$ cat src/rtl/rxlen_pkg.sv
// Package: shared widths, limits and register layout of the receive
// length error counter block. Assumes byte addressing with one 32-bit
// word per counter.
package rxlen_pkg;
    localparam int LEN_W       = 16;
    localparam int CNT_W       = 16;
    localparam int REG_W       = 32;
    localparam int ADDR_W      = 4;
    localparam int ADDR_STRIDE = 4;
    localparam int NUM_CNT     = 2;
    localparam int MAX_PLAIN   = 1518;
    localparam int VLAN_EXTRA  = 4;
    localparam int MIN_LEN     = 64;

    // Counter slot order also fixes the register address order.
    typedef enum int unsigned {
        SLOT_OVR = 0,
        SLOT_FRG = 1
    } cnt_slot_e;

    typedef logic [CNT_W-1:0] cnt_t;
    typedef logic [REG_W-1:0] reg_t;
endpackage

$ cat src/rtl/rxlen_classify.sv
// Module: frame length classifier. Purely combinational: turns one
// frame summary into at most one increment request. Assumes frm_end
// is high for exactly one cycle per frame.
module rxlen_classify #(
    parameter int LEN_W      = 16,
    parameter int MAX_PLAIN  = 1518,
    parameter int VLAN_EXTRA = 4,
    parameter int MIN_LEN    = 64
) (
    input  logic             frm_end,
    input  logic [LEN_W-1:0] frm_len,
    input  logic             frm_vlan,
    input  logic             frm_fcs_ok,
    input  logic             frm_dribble,
    input  logic             frm_wellformed,
    output logic             inc_ovr,
    output logic             inc_frg
);
    localparam int MAX_TAGGED = MAX_PLAIN + VLAN_EXTRA;

    logic [LEN_W-1:0] len_limit;
    logic             too_long;
    logic             too_short;
    logic             clean_frame;

    // Pick the length limit from the tag state.
    always_comb begin
        len_limit = frm_vlan ? LEN_W'(MAX_TAGGED) : LEN_W'(MAX_PLAIN);
    end

    // Compare the length against both bounds.
    always_comb begin
        too_long  = frm_len > len_limit;
        too_short = frm_len < LEN_W'(MIN_LEN);
    end

    // A frame counts as clean when the check sequence is good and nothing else is wrong.
    always_comb begin
        clean_frame = frm_fcs_ok && frm_wellformed && !frm_dribble;
    end

    // Raise the increment requests. The length ranges do not overlap.
    always_comb begin
        inc_ovr = frm_end && too_long && clean_frame;
        inc_frg = frm_end && too_short && !frm_fcs_ok;
    end
endmodule

$ cat src/rtl/rxlen_sat_cnt.sv
// Module: saturating event counter with a load port. A load takes
// priority over an increment in the same cycle. The counter stops at
// all-ones.
module rxlen_sat_cnt #(
    parameter int W = 16
) (
    input  logic         clk,
    input  logic         rst_n,
    input  logic         inc,
    input  logic         ld,
    input  logic [W-1:0] ld_val,
    output logic [W-1:0] cnt
);
    localparam logic [W-1:0] CNT_MAX = '1;

    // Load, saturating increment, or hold.
    always_ff @(posedge clk) begin
        if (!rst_n) begin
            cnt <= '0;
        end else if (ld) begin
            cnt <= ld_val;
        end else if (inc && (cnt != CNT_MAX)) begin
            cnt <= cnt + 1'b1;
        end
    end
endmodule

$ cat src/rtl/rxlen_regif.sv
// Module: register bus decoder. Turns a write into a per-counter load
// strobe and registers read data one cycle after a read request.
// Assumes the address is a byte address with a fixed stride per counter.
module rxlen_regif #(
    parameter int NUM_CNT     = 2,
    parameter int CNT_W       = 16,
    parameter int REG_W       = 32,
    parameter int ADDR_W      = 4,
    parameter int ADDR_STRIDE = 4
) (
    input  logic                          clk,
    input  logic                          rst_n,
    input  logic [ADDR_W-1:0]             bus_addr,
    input  logic                          bus_wr,
    input  logic                          bus_rd,
    input  logic [NUM_CNT-1:0][CNT_W-1:0] cnt_vec,
    output logic [NUM_CNT-1:0]            ld_vec,
    output logic [REG_W-1:0]              bus_rdata
);
    logic [NUM_CNT-1:0] hit_vec;
    logic [CNT_W-1:0]   rd_val;

    // Per-counter address match and write strobe.
    for (genvar gi = 0; gi < NUM_CNT; gi++) begin : g_dec
        assign hit_vec[gi] = (bus_addr == ADDR_W'(gi * ADDR_STRIDE));
        assign ld_vec[gi]  = bus_wr && hit_vec[gi];
    end

    // Select the addressed counter. An unmapped address reads zero.
    always_comb begin
        rd_val = '0;
        for (int i = 0; i < NUM_CNT; i++) begin
            if (hit_vec[i]) rd_val = cnt_vec[i];
        end
    end

    // Register read data, zero-extended, on a read request.
    always_ff @(posedge clk) begin
        if (!rst_n) begin
            bus_rdata <= '0;
        end else if (bus_rd) begin
            bus_rdata <= REG_W'(rd_val);
        end
    end
endmodule

$ cat src/rtl/rxlen_err_cnt.sv
// Module: top of the receive length error counter block. Classifies
// each finished frame as oversize or fragment and keeps one saturating
// counter per kind, accessible over a simple register bus.
module rxlen_err_cnt
    import rxlen_pkg::*;
(
    input  logic              clk,
    input  logic              rst_n,
    input  logic              frm_end,
    input  logic [LEN_W-1:0]  frm_len,
    input  logic              frm_vlan,
    input  logic              frm_fcs_ok,
    input  logic              frm_dribble,
    input  logic              frm_wellformed,
    input  logic [ADDR_W-1:0] bus_addr,
    input  logic              bus_wr,
    input  logic [REG_W-1:0]  bus_wdata,
    input  logic              bus_rd,
    output logic [REG_W-1:0]  bus_rdata
);
    logic                          inc_ovr;
    logic                          inc_frg;
    logic [NUM_CNT-1:0]            inc_vec;
    logic [NUM_CNT-1:0]            ld_vec;
    logic [NUM_CNT-1:0][CNT_W-1:0] cnt_vec;
    cnt_t                          cnt_ovr;
    cnt_t                          cnt_frg;
    logic                          wdata_hi_unused;

    // The reserved upper write bits are dropped on purpose.
    assign wdata_hi_unused = ^bus_wdata[REG_W-1:CNT_W];

    rxlen_classify #(
        .LEN_W      (LEN_W),
        .MAX_PLAIN  (MAX_PLAIN),
        .VLAN_EXTRA (VLAN_EXTRA),
        .MIN_LEN    (MIN_LEN)
    ) u_classify (
        .frm_end        (frm_end),
        .frm_len        (frm_len),
        .frm_vlan       (frm_vlan),
        .frm_fcs_ok     (frm_fcs_ok),
        .frm_dribble    (frm_dribble),
        .frm_wellformed (frm_wellformed),
        .inc_ovr        (inc_ovr),
        .inc_frg        (inc_frg)
    );

    // Place the increment requests in counter slot order.
    always_comb begin
        inc_vec           = '0;
        inc_vec[SLOT_OVR] = inc_ovr;
        inc_vec[SLOT_FRG] = inc_frg;
    end

    // One saturating counter per slot.
    for (genvar gc = 0; gc < NUM_CNT; gc++) begin : g_cnt
        rxlen_sat_cnt #(
            .W (CNT_W)
        ) u_cnt (
            .clk    (clk),
            .rst_n  (rst_n),
            .inc    (inc_vec[gc]),
            .ld     (ld_vec[gc]),
            .ld_val (bus_wdata[CNT_W-1:0]),
            .cnt    (cnt_vec[gc])
        );
    end

    rxlen_regif #(
        .NUM_CNT     (NUM_CNT),
        .CNT_W       (CNT_W),
        .REG_W       (REG_W),
        .ADDR_W      (ADDR_W),
        .ADDR_STRIDE (ADDR_STRIDE)
    ) u_regif (
        .clk       (clk),
        .rst_n     (rst_n),
        .bus_addr  (bus_addr),
        .bus_wr    (bus_wr),
        .bus_rd    (bus_rd),
        .cnt_vec   (cnt_vec),
        .ld_vec    (ld_vec),
        .bus_rdata (bus_rdata)
    );

    // Named views of the counters, for the checker.
    assign cnt_ovr = cnt_vec[SLOT_OVR];
    assign cnt_frg = cnt_vec[SLOT_FRG];
endmodule

$ cat config.mk
export PLATFORM = sky130hd
export DESIGN_NAME = rxlen_err_cnt
export DESIGN_NICKNAME = d
export VERILOG_FILES = /design/src/rtl/rxlen_pkg.sv /design/src/rtl/rxlen_classify.sv /design/src/rtl/rxlen_sat_cnt.sv /design/src/rtl/rxlen_regif.sv /design/src/rtl/rxlen_err_cnt.sv
export SDC_FILE = /design/constraint.sdc
export NUM_CORES = 1
export LEC_CHECK = 0
export BUFFER_PORTS_ARGS = -buffer_cell sky130_fd_sc_hd__clkbuf_2
export CORE_ASPECT_RATIO = 1.75
export CORE_MARGIN = 3
export CORE_UTILIZATION = 51
export DETAILED_ROUTE_END_ITERATION = 7
export PLACE_DENSITY = 0.8
export REMOVE_ABC_BUFFERS = 1
export SKIP_LAST_GASP = 1
export SYNTH_ARGS = -nofsm -noshare
export SYNTH_HDL_FRONTEND = slang
export SYNTH_HIERARCHICAL = 1
export SYNTH_SLANG_ARGS = --single-unit
$ cat constraint.sdc
create_clock -name clk -period 3.88 [get_ports clk]
set_clock_uncertainty 0.1 [all_clocks]
set_input_delay 0.97 -clock clk [delete_from_list [all_inputs] [get_ports clk]]
set_output_delay 0.97 -clock clk [all_outputs]
set_load 0.01 [all_outputs]
After elaboration in Yosys (flattened, before gate mapping)
Cells that the tools add are included.
- add/sub/neg operators: 2
- $lt $le $gt $ge: 2
- eq/ne operators: 3
- muxes and demuxes: 7
- reduce and logical (&&, ||, !) cells: 15
- operators with widths (operator ; number):
    $mux 16 ; 6
    $add 16x1->16 const B ; 2
    $ne 16x16->1 const B ; 2
    $gt 16x16->1 ; 1
    $lt 16x7->1 const B ; 1
    $logic_and 1x1->1 ; 10
    $mux 5 ; 1
    $eq 4x3->1 const B ; 1
    $logic_not 4->1 ; 1
    $reduce_bool 2->1 ; 2
    $logic_not 1->1 ; 2
- register bits: 48
- output and inout port bits: 32

Depth between registers and ports, before layout
Gate-level depths: netlist (run 1).
- depth after elaboration: 7
- depth in mapped cells: 11
- gate-level depth less buffers: 10

Hierarchy
The synthesis (run 1) kept the hierarchy.
- modules (own cells, without submodules) (module ; times used ; cells each ; area an instance (um^2)):
    rxlen_sat_cnt ; 2 ; 117 ; 930.9
    rxlen_regif ; 1 ; 94 ; 887.1
    rxlen_classify ; 1 ; 21 ; 173.9

Worst setup path after synthesis (run 1)
Ideal clock, no wire load.
- path kind: input port to flip-flop
- start: input port frm_len[3]
- end: register g_cnt[0].u_cnt.cnt[15]
- setup time: 0.074 ns
- arrival: 2.908 ns
- required time: 3.706 ns
- slack: 0.798 ns
- stages: 10
- path through: ha_1 > nand4_1 > nor3b_2 > a21o_1 > a31oi_1 > nand4_1 > or3_1 > buf_2 > or4_1 > a31oi_1
- cells in the longest elaborated chain, start to end: 5
- ends and longest elaborated chain (item ; line ; text):
    start: declaration ; rxlen_err_cnt.sv:10 ; input logic [LEN_W-1:0] frm_len,
    $gt 16x16->1 ; rxlen_classify.sv:33 ; too_long = frm_len > len_limit;
    $logic_and 1x1->1 (2 in a row) ; rxlen_classify.sv:44 ; inc_ovr = frm_end && too_long && clean_frame;
    via inc_ovr ; rxlen_err_cnt.sv:21 ; logic inc_ovr;
    $logic_and 1x1->1 ; rxlen_sat_cnt.sv:22 ; end else if (inc && (cnt != CNT_MAX)) begin
    $reduce_bool 2->1 (no source line) ; n/a ;
    end signal: assignment ; rxlen_sat_cnt.sv:21 ; cnt <= ld_val;
    end signal: assignment ; rxlen_sat_cnt.sv:23 ; cnt <= cnt + 1'b1;
    end: declaration ; rxlen_sat_cnt.sv:12 ; output logic [W-1:0] cnt
The timed path passes the listed nets, and every way through them passes these cells.
A chain may end at the register's enable or synchronous reset.

Final worst setup path (run 1)
- start: input port frm_vlan
- end: register g_cnt[0].u_cnt.cnt[15]
- cells in the longest elaborated chain, start to end: 6
- ends and longest elaborated chain (item ; line ; text):
    start: declaration ; rxlen_err_cnt.sv:11 ; input logic frm_vlan,
    $mux 5 ; rxlen_classify.sv:28 ; len_limit = frm_vlan ? LEN_W'(MAX_TAGGED) : LEN_W'(MAX_PLAIN);
    $gt 16x16->1 ; rxlen_classify.sv:33 ;
    $logic_and 1x1->1 (2 in a row) ; rxlen_classify.sv:44 ;
    via inc_ovr ; rxlen_err_cnt.sv:21 ;
    $logic_and 1x1->1 ; rxlen_sat_cnt.sv:22 ;
    $reduce_bool 2->1 (no source line) ; n/a ;
The timed path passes the listed nets, and every way through them passes these cells.

==> impl_metrics.toml, run 1 <==
[clock_network]
insertion_delay_ns = 0.30
numCtsBuffers = 5
cts_root_buf = "clkbuf_8"
clock_path_buffers = 2
cts_tree = "yes"
path_clk_slew_ns = 0.09
cts_resized = 0
cts.sinks = 48
postCtsHoldBufs = 0
cts_setup_buffers = 0
htreeDepth = 2

[critical_path]
crit_type = "in -> reg"
worstPathMaxFanout = 7
cp_slowest_cell = "or4_1"
critPathLaunchType = "input port"
path_cells = "clkbuf_2 > inv_1 > ha_1 > nand4_1 > nor3b_2 > a21o_1 > a31oi_1 > nand4_1 > or3_1 > or4_1 > a31oi_1"
end_kind = "flip-flop"
worst-endpoint-arrival_ns = 3.23
cp.required_ns = 4.02
critPathMaxStageDelay_ns = 0.51

[run_status]
outcome = "finished, final reports clean"

[yosys]
seq_area_frac_synth_pct = 32.9
avgSynthCellArea_sq_um = 8.37
synth-edff-count = 0
synth-warning-count = 6
async_flop_share_pct = 0
yosys_register_bits = 48
netlist_instances = 349
ys_types = 49
synthFlopType = "dfxtp_1"
syn-cell-area_sq_um = 2920

[drt]
drc = 0
drt_first_pass_iters = 4
drt_iter0_markers = 215
antenna_left = 0
via_count = 2920
routed_via_density = 6.12
drt-total-wl_mm = 7.37
wl_per_cell_microns = 15.4

[sta]
max_freq_mhz = 324
worstMarginPinSlew_ns = 0.706
rsz0062_at_grt = "false"
fin_crit_sh_pct = 79.7
finalHoldViolations = 0
finalSetupViolCount = 0
setup_tns_ns = 0
min_period_ns = 3.09
maxSlewViolCount = 0
postLayoutSetupSlackWorst_ns = 0.789
worst_slew_margin_rel_pct = 52.9

[placement]
dp_hpwl_mm = 5.76
port_buffers = 60
routabilityCongestion = 0.893
placed_area_sq_um = 3190
post-place-ws_ns = 0.500

[grt]
gr-total-overflow = 0
grt_pass1_wl_mm = 12.5
antenna_found_initial = 0
track_usage_pct = 22.6
grt_pass1_vias = 2746
grt_max_degree = 37

[min_path]
hp-class = "reg -> reg"

[final_layout]
final_nets = 468
fillers = 507
drive_above_1_share_pct = 22.3
multi_input_area_sq_um = 1710
register_area_sq_um = 961
final_util_pct = 61.3
area_growth_pct = 13.0
antenna_cells = 0
design_area_sq_um = 3300

[floorplan]
row_count = 35
die_h_microns = 106
die_x_microns = 63.2
core_sq_um = 5390
io_pins = 93
start_util_pct = 54.3
die-area_sq_um = 6710

[pwr]
power.share.clock_pct = 37.7
total_power_mw = 0.970
p_switching_mw = 0.241
power.leakage_nw = 1.14
power_density_nw_per_um2 = 294
power_frac_comb_pct = 9.7
ir_drop_mv = 0.136
p_seq_share_pct = 52.6
swShare_pct = 24.8
p_int_mw = 0.730

[flow_run]
max_cap_viol_count = 0
-- power by group through the flow --
stage          clock [mW]  sequential [mW]  combinational [mW]
2_1_floorplan           0            0.519              0.0465
3_3_place_gp            0            0.521              0.0900
3_5_place_dp            0            0.522              0.0933
4_1_cts             0.371            0.510              0.0937
5_1_grt             0.395            0.512               0.107
6_report            0.365            0.511              0.0943
-- critical path, delay by kind of cell --
kind | cells | cell delay (ns)
and+or+nand+nor | 5 | 1.34
buffers and inverters | 2 | 0.14
adders and majority gates | 1 | 0.28
AOI/OAI and AO/OA | 3 | 0.50
-- routing by layer --
layer | up-vias | GRT usage (%) | routed length (microns) | share of wire (%)
met5 | - | 0 | 0 | 0
li1 | 1428 | - | - | -
met1 | 1362 | 24.9 | 2730 | 37
met3 | 19 | 2.33 | 390 | 5.3
met2 | 111 | 42.4 | 4040 | 55
met4 | 0 | 11.0 | 216 | 2.9
-- synthesized netlist by cell type (all sizes together), types with 8 or more instances --
cell type / instances / area share [%]
dfxtp: 48 / 33
or3: 19 / 4.2
nand2: 12 / 1.5
buf: 26 / 6.3
nand3: 13 / 2.6
o21ai: 48 / 8.2
nor4: 9 / 3.1
mux2i: 18 / 6.2
a21oi: 11 / 1.9
or4: 8 / 2.1
a31oi: 21 / 4.5
o32ai: 16 / 4.8
nand4: 11 / 2.4
inv: 25 / 3.2
-- cells in the final DEF, fill, tap and decap left out, drive strengths merged, types with 2 or more instances in the layout --
cell     n
a21oi   11
inv     25
o311ai   2
o21ai   48
o31ai    6
nand3   13
a211o    2
a31oi   21
o21ba    2
o32ai   16
nor2b    2
a311oi   2
o22ai    2
nor2     3
mux2i   18
nor3b    2
nand2   12
or3     19
buf      4
ha       5
o211ai   2
or4      8
clkbuf  65
dfxtp   48
conb    16
and4     4
nand4   11
a22oi    2
xnor2    2
and3     6
a41oi    2
nor4     9
nor3     5
-- layout make-up --
class	instances	area share [%]
multi-input combinational	258	51.9
inverter	25	2.84
timing repair buffer	64	10.0
clock buffer	5	2.08
tap	74	2.80
sequential	48	29.1
clock inverter	3	1.29
-- cell families after synthesis --
| kind of cell | after synthesis | synth area share (%) |
|---|---|---|
| fa+ha+maj | 5 | 2.14 |
| mux | 18 | 6.16 |
| compound gates | 120 | 26.0 |
| buf+inv | 58 | 10.4 |
| xor+xnor | 2 | 0.599 |
| simple gates | 97 | 21.7 |
| other cells | 1 | 0.128 |
| flops | 48 | 32.9 |
-- stage by stage --
step                hold slack (ns)  cells
detailed placement            0.347    469
global route                  0.394    477
floorplan                     0.377    331
CTS                           0.364    477
global placement              0.344    469
finish                        0.359    477
-- sequential cells by signal, indices dropped and copies added, names as in the netlist --
name,count
u_regif/bus_rdata,16
g_cnt.u_cnt/cnt,32
-- final timing paths --
path | cells past startpoint | to | slack, ns | from
setup / recovery | 11 | g_cnt[0].u_cnt/cnt[15]$_SDFFE_PN0P_ | 0.79 | frm_vlan
setup reg to reg | 5 | g_cnt[0].u_cnt/cnt[14]$_SDFFE_PN0P_ | 1.74 | g_cnt[0].u_cnt/cnt[0]$_SDFFE_PN0P_
hold reg to reg | 2 | u_regif/bus_rdata[5]$_SDFFE_PN0P_ | 0.36 | u_regif/bus_rdata[5]$_SDFFE_PN0P_
hold / removal | 2 | u_regif/bus_rdata[5]$_SDFFE_PN0P_ | 0.36 | u_regif/bus_rdata[5]$_SDFFE_PN0P_
No activity file was read; power rests on OpenSTA's default activity.
==> inputs of run 2 (changes only) <==
--- a/config.mk
+++ b/config.mk
@@ -8,9 +8,9 @@
 export BUFFER_PORTS_ARGS = -buffer_cell sky130_fd_sc_hd__clkbuf_2
 export CORE_ASPECT_RATIO = 1.75
 export CORE_MARGIN = 3
-export CORE_UTILIZATION = 51
+export CORE_UTILIZATION = 46
 export DETAILED_ROUTE_END_ITERATION = 7
-export PLACE_DENSITY = 0.8
+export PLACE_DENSITY = 0.76
 export REMOVE_ABC_BUFFERS = 1
 export SKIP_LAST_GASP = 1
 export SYNTH_ARGS = -nofsm -noshare
==> constraint.sdc (replaced) <==
create_clock -name clk -period 2.55 [get_ports clk]
set_clock_uncertainty 0.1 [all_clocks]
set_input_delay 0.6375 -clock clk [delete_from_list [all_inputs] [get_ports clk]]
set_output_delay 0.6375 -clock clk [all_outputs]
set_load 0.01 [all_outputs]
==> impl_metrics.toml, run 2 (synthesis gave the netlist of run 1 again) <==
[run_status]
outcome = "complete, but fails checks"
failed_checks = "setup timing"

[critical_path]
worstPathMaxFanout = 6
r2r-end = "g_cnt[1].u_cnt/cnt[14]$_SDFFE_PN0P_"
critPathLaunchType = "input port"
rr_worst_depth = 5
reg2reg_from = "g_cnt[1].u_cnt/cnt[0]$_SDFFE_PN0P_"
cp.required_ns = 2.70
worst-endpoint-arrival_ns = 2.70
worst-r2r-setup-slack_ns = 0.39
end_kind = "flip-flop"
crit_type = "in -> reg"

[sta]
fin_crit_sh_pct = 100
finalHoldViolations = 0
max_freq_mhz = 392
worstMarginPinSlew_ns = 0.717
finalSetupViolCount = 1
min_period_ns = 2.55
maxSlewViolCount = 0
rsz0062_at_grt = "true"
worst_slew_margin_rel_pct = 52.2
postLayoutSetupSlackWorst_ns = -0.00321

[drt]
via_count = 2979
wl_per_cell_microns = 15.6
antenna_left = 0
routed_via_density = 5.97
drt-total-wl_mm = 7.78
drc = 0
drt_first_pass_iters = 4
drt_iter0_markers = 173

[clock_network]
cts.sinks = 48
cts_tree = "yes"
htreeDepth = 2
cts_root_buf = "clkbuf_8"
insertion_delay_ns = 0.31
numCtsBuffers = 5
clock_path_buffers = 2
path_clk_slew_ns = 0.09

[floorplan]
die-area_sq_um = 7380
start_util_pct = 48.6
io_pins = 93
die_x_microns = 66.3
die_h_microns = 111
core_sq_um = 6020
row_count = 37

[final_layout]
final_common_cell = "clkbuf_2"
antenna_cells = 0
area_growth_pct = 20.6
final_nets = 486
design_area_sq_um = 3520
largest_reg_flops = 32
largestRegisters = "g_cnt.u_cnt/cnt (32), u_regif/bus_rdata (16)"
layout_common_cells = "clkbuf_2 (59), dfxtp_1 (48), o21ai_0 (46)"
drive_above_1_share_pct = 27.3
largest-register = "g_cnt.u_cnt/cnt"
fin_cells = 499

[grt]
grt_pass1_wl_mm = 12.6
antenna_found_initial = 0
track_usage_pct = 21.5
grt_pass1_vias = 2879
grt_max_degree = 34
gr-total-overflow = 0

[placement]
routabilityCongestion = 0.876
placedCellCount = 488
placed_area_sq_um = 3320
dp_hpwl_mm = 6.09
post-place-ws_ns = -0.474
port_buffers = 60

[min_path]
hp-class = "reg -> reg"
whs_endpoint = "u_regif/bus_rdata[5]$_SDFFE_PN0P_"
min_from = "u_regif/bus_rdata[5]$_SDFFE_PN0P_"
whs_path_depth = 2

[pwr]
swShare_pct = 25.5
power.share.clock_pct = 33.4
p_switching_mw = 0.362
p_seq_share_pct = 54.8
p_int_mw = 1.06
power_frac_comb_pct = 11.7
power_density_nw_per_um2 = 402
power.leakage_nw = 1.24
ir_drop_mv = 0.210

[flow_run]
max_cap_viol_count = 0
run 2: changes by cell type in the layout (fill, tap and decap cells not counted), moves of 2 or more:
cell     previous run  this run
or3_1              15        13
or3_4               0         3
buf_4               4        21
ha_4                0         3
ha_1                5         2
o21ai_0            48        46
run 2: cell type report:
type	count	area, sq um
Fill cell	603	2490
Multi-Input combinational cell	258	1780
Sequential cell	48	961
Timing Repair Buffer	82	498
Inverter	25	98.8
Tap cell	78	97.6
Clock buffer	7	86.3
Clock inverter	1	7.51
run 2: how the worst max path moves through the flow:
| stage | slack (ns) | endpoint | startpoint | cells past startpoint |
|---|---|---|---|---|
| floorplan | -0.53 | g_cnt[0].u_cnt/cnt[15]$_SDFFE_PN0P_ | frm_len[3] | 9 |
| global placement | -0.40 | g_cnt[0].u_cnt/cnt[9]$_SDFFE_PN0P_ | frm_vlan | 11 |
| detailed placement | -0.47 | g_cnt[0].u_cnt/cnt[15]$_SDFFE_PN0P_ | frm_vlan | 11 |
| CTS | -0.07 | g_cnt[0].u_cnt/cnt[15]$_SDFFE_PN0P_ | frm_vlan | 11 |
| global route | -0.07 | g_cnt[0].u_cnt/cnt[15]$_SDFFE_PN0P_ | frm_vlan | 11 |
| finish | -0.003 | g_cnt[0].u_cnt/cnt[15]$_SDFFE_PN0P_ | frm_vlan | 11 |
run 2: through the flow:
stage | TNS [ns] | total power, mW | utilization, % | hold slack [ns]
6_report | -0.00321 | 1.42 | 58.6 | 0.357
5_1_grt | -0.151 | 1.48 | 58.6 | 0.373
4_1_cts | -0.116 | 1.43 | 58.3 | 0.362
3_5_place_dp | -4.44 | 0.945 | 55.2 | 0.346
3_3_place_gp | -3.28 | 0.939 | 55.2 | 0.345
2_1_floorplan | -3.50 | 0.860 | - | 0.377
run 2: power by group through the flow:
stage	Clock [mW]	Combinational, mW	Sequential [mW]
finish	0.474	0.167	0.777
CTS	0.490	0.161	0.777
global placement	0	0.146	0.793
detailed placement	0	0.150	0.795
floorplan	0	0.0707	0.789
global route	0.518	0.185	0.780
run 2: what timing repair did:
action | in CTS | in global routing
pin swaps | 12 | 10
resized for setup | 11 | 5
buffers inserted | 3 | 0
endpoints found under the setup margin | 5 | 9
hold buffers | 0 | 0
run 2: metal layers:
metal	vias to the layer above	wire length, microns	track usage, %
met5	-	0	0
met4	0	325	13.2
met3	22	460	3.63
met2	123	4110	39.1
met1	1364	2880	21.5
li1	1470	-	-
run 2: worst max-delay path, cell delays in order:
cell and delay [ns]:
clkbuf_16 0.12, inv_6 0.03, ha_4 0.25, o21ai_2 0.05, nor2_1 0.10, o21ai_1 0.11, a31oi_2 0.21, nand4_1 0.15
or3_4 0.40, or4_1 0.48, a31oi_1 0.16
==> inputs of run 3 (changes only) <==
--- a/config.mk
+++ b/config.mk
@@ -8,9 +8,9 @@
 export BUFFER_PORTS_ARGS = -buffer_cell sky130_fd_sc_hd__clkbuf_2
 export CORE_ASPECT_RATIO = 1.75
 export CORE_MARGIN = 3
-export CORE_UTILIZATION = 46
+export CORE_UTILIZATION = 51
 export DETAILED_ROUTE_END_ITERATION = 7
-export PLACE_DENSITY = 0.76
+export PLACE_DENSITY = 0.8
 export REMOVE_ABC_BUFFERS = 1
 export SKIP_LAST_GASP = 1
 export SYNTH_ARGS = -nofsm -noshare
==> constraint.sdc (replaced) <==
create_clock -name clk -period 2.6 [get_ports clk]
set_clock_uncertainty 0.1 [all_clocks]
set_input_delay 0.65 -clock clk [delete_from_list [all_inputs] [get_ports clk]]
set_output_delay 0.65 -clock clk [all_outputs]
set_load 0.01 [all_outputs]
==> impl_metrics.toml, run 3 (synthesis gave the netlist of run 1 again) <==
[run_status]
outcome = "finished, final reports clean"

[critical_path]
worst-endpoint-arrival_ns = 2.69
end_kind = "flip-flop"
critPathMaxStageDelay_ns = 0.48
critPathLaunchType = "input port"
cp.required_ns = 2.73
crit_top_cell = "nand4_1"
crit_type = "in -> reg"
worstPathMaxFanout = 6
path_cells = "clkbuf_16 > inv_6 > ha_4 > nand4_1 > nor3b_2 > a21o_1 > a31oi_2 > nand4_1 > or3_4 > or4_1 > a31oi_1"
cp_slowest_cell = "or4_1"

[final_layout]
largest_reg_flops = 32
final_common_cell = "clkbuf_2"
final_nets = 482
layout_common_cells = "clkbuf_2 (59), dfxtp_1 (48), o21ai_0 (46)"
largestRegisters = "g_cnt.u_cnt/cnt (32), u_regif/bus_rdata (16)"
area_growth_pct = 19.3
largest-register = "g_cnt.u_cnt/cnt"
drive_above_1_share_pct = 27.6
antenna_cells = 0

[clock_network]
cts_tree = "yes"
htreeDepth = 2
cts_root_buf = "clkbuf_8"
insertion_delay_ns = 0.30
clock_path_buffers = 2
postCtsHoldBufs = 0
cts.sinks = 48
path_clk_slew_ns = 0.09
numCtsBuffers = 5

[pwr]
p_seq_share_pct = 55.2
p_switching_mw = 0.351
swShare_pct = 25.5
power_frac_comb_pct = 11.5
total_power_mw = 1.38
p_int_mw = 1.03
ir_drop_mv = 0.198
power_density_nw_per_um2 = 396
power.leakage_nw = 1.22
power.share.clock_pct = 33.3

[flow_run]
max_cap_viol_count = 0

[grt]
antenna_found_initial = 0
track_usage_pct = 22.6
grt_max_degree = 35
grt_pass1_vias = 2833
grt_pass1_wl_mm = 12.4
gr-total-overflow = 0

[drt]
drc = 0
routed_via_density = 6.18
drt-total-wl_mm = 7.70
drt_iter0_markers = 147
via_count = 3036
wl_per_cell_microns = 15.7
antenna_left = 0
drt_first_pass_iters = 5

[floorplan]
die-area_sq_um = 6710
io_pins = 93
row_count = 35
start_util_pct = 54.3
die_x_microns = 63.2
die_h_microns = 106
core_sq_um = 5390

[placement]
dp_hpwl_mm = 6.02
port_buffers = 60
post-place-ws_ns = -0.413
routabilityCongestion = 0.866

[sta]
maxSlewViolCount = 0
worstMarginPinSlew_ns = 0.726
max_freq_mhz = 391
finalHoldViolations = 0
finalSetupViolCount = 0
rsz0062_at_grt = "true"
min_period_ns = 2.56
postLayoutSetupSlackWorst_ns = 0.0398
worst_slew_margin_rel_pct = 51.5
fin_crit_sh_pct = 98.5

[min_path]
hp-class = "reg -> reg"
run 3: changes by cell type in the layout (fill, tap and decap cells not counted), moves of 2 or more:
cell / delta
or3_1: -2
or3_4: +2
buf_4: -3
clkinv_2: +2
run 3: worst max-delay path: cells and delay by family:
family          cells  cell delay (ns)
buf+inv             2             0.19
compound gates      3             0.50
fa+ha+maj           1             0.19
simple gates        5             1.17
run 3: cell type report:
| type | count | area, sq um |
|---|---|---|
| fill | 521 | 1900 |
| multi-input combinational | 258 | 1790 |
| sequential | 48 | 961 |
| timing repair buffer | 78 | 455 |
| inverter | 25 | 98.8 |
| tap | 74 | 92.6 |
| clock buffer | 6 | 82.6 |
| clock inverter | 2 | 10.0 |
run 3: final timing paths:
check	cells past startpoint	from	slack (ns)	end
setup / recovery	11	frm_vlan	0.04	g_cnt[0].u_cnt/cnt[9]$_SDFFE_PN0P_
hold / removal	2	u_regif/bus_rdata[5]$_SDFFE_PN0P_	0.36	u_regif/bus_rdata[5]$_SDFFE_PN0P_
setup reg to reg	6	g_cnt[1].u_cnt/cnt[0]$_SDFFE_PN0P_	0.46	g_cnt[1].u_cnt/cnt[12]$_SDFFE_PN0P_
hold reg to reg	2	u_regif/bus_rdata[5]$_SDFFE_PN0P_	0.36	u_regif/bus_rdata[5]$_SDFFE_PN0P_
run 3: through the flow:
| step | hold slack (ns) | utilization [%] | setup TNS [ns] | std cells | instance area, sq um |
|---|---|---|---|---|---|
| 5_1_grt | 0.383 | 64.7 | -0.257 | 491 | 3490 |
| 2_1_floorplan | 0.377 | - | -2.94 | 331 | 2770 |
| 4_1_cts | 0.360 | 64.2 | -0.0274 | 491 | 3460 |
| 6_report | 0.358 | 64.7 | 0 | 491 | 3490 |
| 3_3_place_gp | 0.343 | 60.9 | -2.28 | 481 | 3280 |
| 3_5_place_dp | 0.346 | 60.9 | -3.26 | 481 | 3280 |
run 3: routing by layer:
layer  global-route usage (%)  up-vias  wire [microns]
li1                         -     1455               -
met3                     1.90       23             384
met4                     12.1        0             246
met1                     24.4     1435            2820
met5                        0        -               0
met2                     42.4      123            4260
run 3: timing repair:
item,4_1_cts,5_1_grt
resized for setup,10,9
setup buffers,2,1
pin swaps,7,13
endpoints found under the setup margin,5,6
run 3: power by group through the flow:
| stage | registers [mW] | logic [mW] | clock network [mW] |
|---|---|---|---|
| after global routing | 0.765 | 0.176 | 0.494 |
| final | 0.762 | 0.158 | 0.460 |
| after detailed placement | 0.779 | 0.145 | 0 |
| after CTS | 0.762 | 0.155 | 0.466 |
| after global placement | 0.778 | 0.140 | 0 |
| after floorplan | 0.774 | 0.0693 | 0 |
